`config.mk`:
```
export PLATFORM = sky130hd
export DESIGN_NAME = ssq_hiccup_seq
export DESIGN_NICKNAME = d
export VERILOG_FILES = /design/src/rtl/ssq_pkg.sv /design/src/rtl/ssq_cycle_ctr.sv /design/src/rtl/ssq_out_map.sv /design/src/rtl/ssq_hiccup_seq.sv
export SDC_FILE = /design/constraint.sdc
export NUM_CORES = 1
export LEC_CHECK = 0
export BUFFER_PORTS_ARGS = -buffer_cell sky130_fd_sc_hd__clkbuf_2
export CAP_MARGIN = 10
export CORE_MARGIN = 2
export CORE_UTILIZATION = 30
export CTS_CLUSTER_SIZE = 20
export DETAILED_ROUTE_END_ITERATION = 8
export SKIP_CTS_REPAIR_TIMING = 1
export SLEW_MARGIN = 30
export SYNTH_ARGS = -nofsm -noshare
export SYNTH_HDL_FRONTEND = slang
export SYNTH_HIERARCHICAL = 1
export SYNTH_SLANG_ARGS = --single-unit
```
`constraint.sdc`:
```
create_clock -name clk -period 2.7 [get_ports clk]
set_input_delay 0.135 -clock clk [delete_from_list [all_inputs] [get_ports clk]]
set_output_delay 0.135 -clock clk [all_outputs]
set_load 0.03 [all_outputs]
```
`src/rtl/ssq_pkg.sv`:
```
// Package: shared encodings for the soft-start sequencer.
// Assumes: the mode codes are decoded by the phase output stage as given here.
package ssq_pkg;

    typedef enum logic [1:0] {
        PWM_HIZ = 2'b00,
        PWM_LOW = 2'b01,
        PWM_RUN = 2'b10
    } pwm_mode_e;

    typedef enum logic [2:0] {
        SQ_OFF   = 3'd0,
        SQ_HIZ   = 3'd1,
        SQ_CLAMP = 3'd2,
        SQ_RAMP  = 3'd3,
        SQ_RUN   = 3'd4,
        SQ_OCW   = 3'd5,
        SQ_OVL   = 3'd6,
        SQ_OVH   = 3'd7
    } seq_st_e;

    function automatic int imax(input int a, input int b);
        return (a > b) ? a : b;
    endfunction

endpackage

```
`src/rtl/ssq_cycle_ctr.sv`:
```
// Module: strobe counter with synchronous clear.
// Does: counts inc pulses. SAT_AT > 0 selects a saturating variant that
// stops at SAT_AT; SAT_AT == 0 selects a wrapping variant.
// Assumes: clr has priority over inc.
module ssq_cycle_ctr #(
    parameter int W      = 8,
    parameter int SAT_AT = 0
) (
    input  logic         clk,
    input  logic         rst_n,
    input  logic         clr,
    input  logic         inc,
    output logic [W-1:0] cnt
);

    generate
        if (SAT_AT > 0) begin : g_sat
            // Saturating count, held at SAT_AT
            always_ff @(posedge clk) begin
                if (!rst_n)                            cnt <= '0;
                else if (clr)                          cnt <= '0;
                else if (inc && (cnt != W'(SAT_AT)))   cnt <= cnt + 1'b1;
            end
        end else begin : g_wrap
            // Free wrapping count
            always_ff @(posedge clk) begin
                if (!rst_n)      cnt <= '0;
                else if (clr)    cnt <= '0;
                else if (inc)    cnt <= cnt + 1'b1;
            end
        end
    endgenerate

endmodule

```
`src/rtl/ssq_out_map.sv`:
```
// Module: output decode of the sequencer state.
// Does: maps stage state to phase mode, duty ceiling, reference enable and
// power-good release.
// Assumes: ramp_val is the strobe count inside the ramp stage.
module ssq_out_map
    import ssq_pkg::*;
#(
    parameter int RW = 8
) (
    input  seq_st_e       st,
    input  logic [RW-1:0] ramp_val,
    input  logic          pg_done,
    input  logic          uv_low,
    output logic [1:0]    pwm_mode,
    output logic [RW-1:0] duty_lim,
    output logic          ref_en,
    output logic          pgood_rel
);

    // Mode and reference enable per stage
    always_comb begin
        case (st)
            SQ_CLAMP: begin pwm_mode = PWM_LOW; ref_en = 1'b1; end
            SQ_RAMP:  begin pwm_mode = PWM_RUN; ref_en = 1'b1; end
            SQ_RUN:   begin pwm_mode = PWM_RUN; ref_en = 1'b1; end
            SQ_OVL:   begin pwm_mode = PWM_LOW; ref_en = 1'b0; end
            default:  begin pwm_mode = PWM_HIZ; ref_en = 1'b0; end
        endcase
    end

    // Duty ceiling: ramp value, full scale, or zero
    always_comb begin
        if (st == SQ_RAMP)     duty_lim = ramp_val;
        else if (st == SQ_RUN) duty_lim = '1;
        else                   duty_lim = '0;
    end

    // Power-good release: delay done, switching, no undervoltage
    always_comb begin
        pgood_rel = pg_done && !uv_low && ((st == SQ_RAMP) || (st == SQ_RUN));
    end

endmodule

```
`src/rtl/ssq_hiccup_seq.sv`:
```
// Module: soft-start and fault hiccup sequencer (top).
// Does: steps through float, clamp and ramp start-up stages, times the
// power-good delay, runs an overcurrent hiccup retry and an overvoltage lock
// that only a power-on-reset drop clears.
// Assumes: cyc_tick is a one-clock pulse per switching cycle; comparator
// flags are already synchronous to clk.
module ssq_hiccup_seq
    import ssq_pkg::*;
#(
    parameter int HIZ_CYC    = 32,
    parameter int CLAMP_CYC  = 150,
    parameter int RAMP_W     = 8,
    parameter int PG_CYC     = 2048,
    parameter int HICCUP_CYC = 2048
) (
    input  logic              clk,
    input  logic              rst_n,
    input  logic              por_good,
    input  logic              en_req,
    input  logic              vid_off,
    input  logic              cyc_tick,
    input  logic              oc_trip,
    input  logic              ov_high,
    input  logic              ov_clear,
    input  logic              uv_low,
    output logic [1:0]        pwm_mode,
    output logic [RAMP_W-1:0] duty_lim,
    output logic              ref_en,
    output logic              pgood_rel
);

    localparam int RAMP_TOP = (1 << RAMP_W) - 1;
    localparam int PH_MAX   = imax(imax(HIZ_CYC, CLAMP_CYC), imax(HICCUP_CYC, RAMP_TOP));
    localparam int PH_W     = imax($clog2(PH_MAX + 1), RAMP_W);
    localparam int PG_W     = $clog2(PG_CYC + 1);

    seq_st_e          st, st_nx;
    logic [PH_W-1:0]  ph_cnt;
    logic [PG_W-1:0]  pg_cnt;
    logic             start_ok, ss_active, ov_watch;
    logic             hiz_end, clamp_end, ramp_end, wait_end;
    logic             pg_done;

    // Qualifiers for start and fault windows
    always_comb begin
        start_ok  = por_good && en_req && !vid_off;
        ss_active = (st == SQ_HIZ) || (st == SQ_CLAMP) || (st == SQ_RAMP) || (st == SQ_RUN);
        ov_watch  = (st == SQ_CLAMP) || (st == SQ_RAMP) || (st == SQ_RUN);
    end

    // Stage terminal counts, taken on the strobe
    always_comb begin
        hiz_end   = cyc_tick && (ph_cnt == PH_W'(HIZ_CYC - 1));
        clamp_end = cyc_tick && (ph_cnt == PH_W'(CLAMP_CYC - 1));
        ramp_end  = cyc_tick && (ph_cnt == PH_W'(RAMP_TOP - 1));
        wait_end  = cyc_tick && (ph_cnt == PH_W'(HICCUP_CYC - 1));
        pg_done   = (pg_cnt == PG_W'(PG_CYC));
    end

    // Next-state with priority: POR, OV lock, new OV, enable, OC, progression
    always_comb begin
        st_nx = st;
        if (!por_good) begin
            st_nx = SQ_OFF;
        end else if (st == SQ_OVL) begin
            if (ov_clear && !ov_high) st_nx = SQ_OVH;
        end else if (st == SQ_OVH) begin
            if (ov_high) st_nx = SQ_OVL;
        end else if (ov_high && ov_watch) begin
            st_nx = SQ_OVL;
        end else if (!start_ok) begin
            st_nx = SQ_OFF;
        end else if (oc_trip && ss_active) begin
            st_nx = SQ_OCW;
        end else begin
            case (st)
                SQ_OFF:   st_nx = SQ_HIZ;
                SQ_HIZ:   if (hiz_end)   st_nx = SQ_CLAMP;
                SQ_CLAMP: if (clamp_end) st_nx = SQ_RAMP;
                SQ_RAMP:  if (ramp_end)  st_nx = SQ_RUN;
                SQ_OCW:   if (wait_end)  st_nx = SQ_HIZ;
                default:  st_nx = st;
            endcase
        end
    end

    // Stage register
    always_ff @(posedge clk) begin
        if (!rst_n) st <= SQ_OFF;
        else        st <= st_nx;
    end

    // Strobes spent in the current stage; restarts on every stage change
    ssq_cycle_ctr #(.W(PH_W), .SAT_AT(0)) u_phase_ctr (
        .clk   (clk),
        .rst_n (rst_n),
        .clr   (st_nx != st),
        .inc   (cyc_tick),
        .cnt   (ph_cnt)
    );

    // Strobes since start-up began, for the power-good delay
    ssq_cycle_ctr #(.W(PG_W), .SAT_AT(PG_CYC)) u_pg_ctr (
        .clk   (clk),
        .rst_n (rst_n),
        .clr   (!ss_active),
        .inc   (cyc_tick),
        .cnt   (pg_cnt)
    );

    ssq_out_map #(.RW(RAMP_W)) u_out_map (
        .st        (st),
        .ramp_val  (ph_cnt[RAMP_W-1:0]),
        .pg_done   (pg_done),
        .uv_low    (uv_low),
        .pwm_mode  (pwm_mode),
        .duty_lim  (duty_lim),
        .ref_en    (ref_en),
        .pgood_rel (pgood_rel)
    );

endmodule

```
==> flow_metrics.py <==
metrics = {
    "power_and_ir_drop": {
        "ir_drop_v": 0.000187,
        "p_leak_nw": 0.876,
        "powerDensity_nw_per_um2": 327,
        "finalPower_uw": 712,
    },
    "worst_hold_path": {
        "whs_path_depth": 2,
        "hp-class": "input port to flop",
        "worstHoldStart": "rst_n",
        "whs_endpoint": "st[1]",
    },
    "final_layout": {
        "area_growth_pct": 12.8,
        "stdcell_count": 334,
        "fin_area_sq_um": 2180,
        "drive_gt1_share_pct": 24.1,
        "diodes": 0,
        "utilization_pct": 34.7,
        "seqCellArea_sq_um": 542,
        "multi_input_area_sq_um": 1290,
        "nets": 271,
        "n_fill_cell": 674,
    },
    "route": {
        "num_vias": 1786,
        "wl_microns": 4510,
        "drt_iter0_markers": 92,
        "ant_nets": 0,
        "viasPerCell": 5.35,
        "drc": 0,
        "drtPass1Iterations": 4,
        "wire_per_inst_microns": 13.5,
    },
    "worst_setup_path": {
        "crit_path_end_kind": "flop",
        "cp.arrival_ns": 2.59,
        "r2r-end": "u_phase_ctr/cnt[10]",
        "rr_startpoint": "st[2]",
        "startpoint_type": "flop",
        "reg2reg_depth": 9,
        "reg2reg_slack_ns": 0.28,
        "worstPathRequired_ns": 2.88,
        "worst_path_most_repeated_cell": "o211ai_1",
        "crit_slowest_cell": "dfxtp_1",
        "worst-path-max-fanout": 14,
        "crit_path_max_incr_delay_ns": 0.63,
        "crit_type": "flop to flop",
        "cp_cell_sequence": "nand2b_1, o21ai_0, nor2_1, o211ai_1, nor3b_1, o211ai_1, nor2b_1, nand2_1, o41ai_1",
    },
    "clock_tree": {
        "cts_buffer_depth": 2,
        "clock_latency_ns": 0.28,
        "root_buffer": "clkbuf_8",
        "cts.sinks": 27,
        "cts_inserted_buffers": 3,
        "cts.htree.levels": 1,
        "cts.reportedPaths.clkPinSlew_ns": 0.10,
        "tritoncts": "done",
    },
    "floorplan": {
        "start_util_pct": 30.7,
        "std_cell_rows": 29,
        "die_h_microns": 84.2,
        "die-area_sq_um": 7090,
        "core-area_sq_um": 6280,
        "die_w_microns": 84.2,
        "io_pins": 22,
    },
    "sta": {
        "skew_ns": 0.00453,
        "period_share_pct": 89.6,
        "worst_pin_slew_ns": 0.484,
        "slew_violations": 0,
        "final_hold_viol_count": 0,
        "rsz0062_at_grt": "no",
        "slew_headroom_pct": 67.7,
        "period_needed_ns": 2.42,
        "finalSetupTns_ns": 0,
        "fmax_mhz": 414,
        "setup_viol": 0,
    },
    "run_status": {
        "status": "completed",
    },
    "place": {
        "port-buffer-count": 21,
        "place.gp.congestion": 0.846,
        "place_area_sq_um": 2120,
        "hpwl_microns": 3340,
        "dpl.cell_count": 330,
    },
    "synth": {
        "synth_area_per_cell_sq_um": 8.25,
        "syn_inst": 234,
        "yosys_warnings": 6,
        "ys_types": 59,
        "ys_seq_area_share_pct": 28.0,
        "async_reset_ff_share_pct": 0,
        "synth_edf_count": 0,
        "synth-seq-cells": 27,
        "yosysTopAreaCell": "dfxtp_1",
        "syn_area_sq_um": 1930,
        "synth.most_common_cell": "nor2_1",
        "syn_nets": 247,
        "yosysTopAreaCellShare_pct": 28.0,
        "synth_common_cells": "29 x nor2_1, 27 x dfxtp_1, 12 x inv_1, 12 x nand2_1, 12 x xor2_1",
        "synthFlopType": "dfxtp_1",
        "netlist_top_cells_area": "dfxtp_1 28%, nor2_1 5.6%, xor2_1 5.4%",
    },
    "global_routing": {
        "grt_use_met1_pct": 18.0,
        "use_met2_pct": 21.4,
        "grt-ovfl-total": 0,
        "grt.total_usage_pct": 13.0,
        "grt_pass1_vias": 1621,
        "use_met3_pct": 1.97,
        "antenna_found_initial": 0,
        "grt_pass1_wl_microns": 7710,
        "top_usage_layer": "met2",
        "grt_max_degree": 17,
    },
    "job": {
        "maxCapViolations": 0,
    },
}
[layer usage]
layer / vias to the layer above / wire, microns
met4: 0 / 40
met3: 6 / 188
li1: 899 / -
met2: 48 / 2110
met1: 833 / 2180
met5: - / 0
[placed cells by master, fill, tap and decap left out, types with 9 or more instances in the layout]
cell	count
a21o_2	9
a21oi_1	11
clkbuf_2	21
dfxtp_1	26
inv_1	12
nand2_1	12
nand3_1	9
nor2_1	29
o21ai_0	11
xor2_1	12
[layout make-up]
class / count / area share (%)
Clock buffer: 3 / 1.90
Timing Repair Buffer: 28 / 7.25
Multi-Input combinational cell: 186 / 59.1
Inverter: 12 / 2.07
Tap cell: 77 / 4.43
Clock inverter: 1 / 0.345
Sequential cell: 27 / 24.9
[power breakdown]
group	total [mW]	switching, mW	internal (mW)
sequential	0.410	0.00823	0.402
combinational	0.0539	0.0323	0.0216
clock	0.248	0.143	0.105
total	0.712	0.184	0.529
[stage by stage]
step	hold slack [ns]	setup slack [ns]
after floorplan	0.253	0.541
after global placement	0.438	0.235
after detailed placement	0.440	0.259
after CTS	0.136	0.193
after global routing	0.152	0.0646
final	0.134	0.282
[flip-flops by register name (all words and copies together) (netlist names)]
register,cells
st,3
u_pg_ctr/cnt,12
u_phase_ctr/cnt,12
[worst max-delay path by stage]
stage	from	endpoint	slack, ns
6_report	st[2]	u_phase_ctr/cnt[10]	0.28
5_1_grt	st[2]	u_phase_ctr/cnt[10]	0.06
4_1_cts	u_phase_ctr/cnt[0]	u_phase_ctr/cnt[10]	0.19
3_5_place_dp	u_phase_ctr/cnt[0]	u_phase_ctr/cnt[10]	0.26
3_3_place_gp	u_phase_ctr/cnt[0]	u_phase_ctr/cnt[10]	0.24
2_1_floorplan	u_phase_ctr/cnt[3]	u_phase_ctr/cnt[0]	0.54
[logic make-up after synthesis]
group / share of synthesized area [%]
and+or+nand+nor: 35.5
xor gates and xnor gates: 7.26
DFF: 28.0
adders and majority gates: 1.95
AOI/OAI and AO/OA: 19.5
muxes: 2.08
buffers and inverters: 5.64
[critical path: cells and delay by family (launching register included)]
family	cells	cell delay, ns
compound gates	4	0.86
flops	1	0.63
simple gates	5	0.83
(Power assumes the default switching activity.)
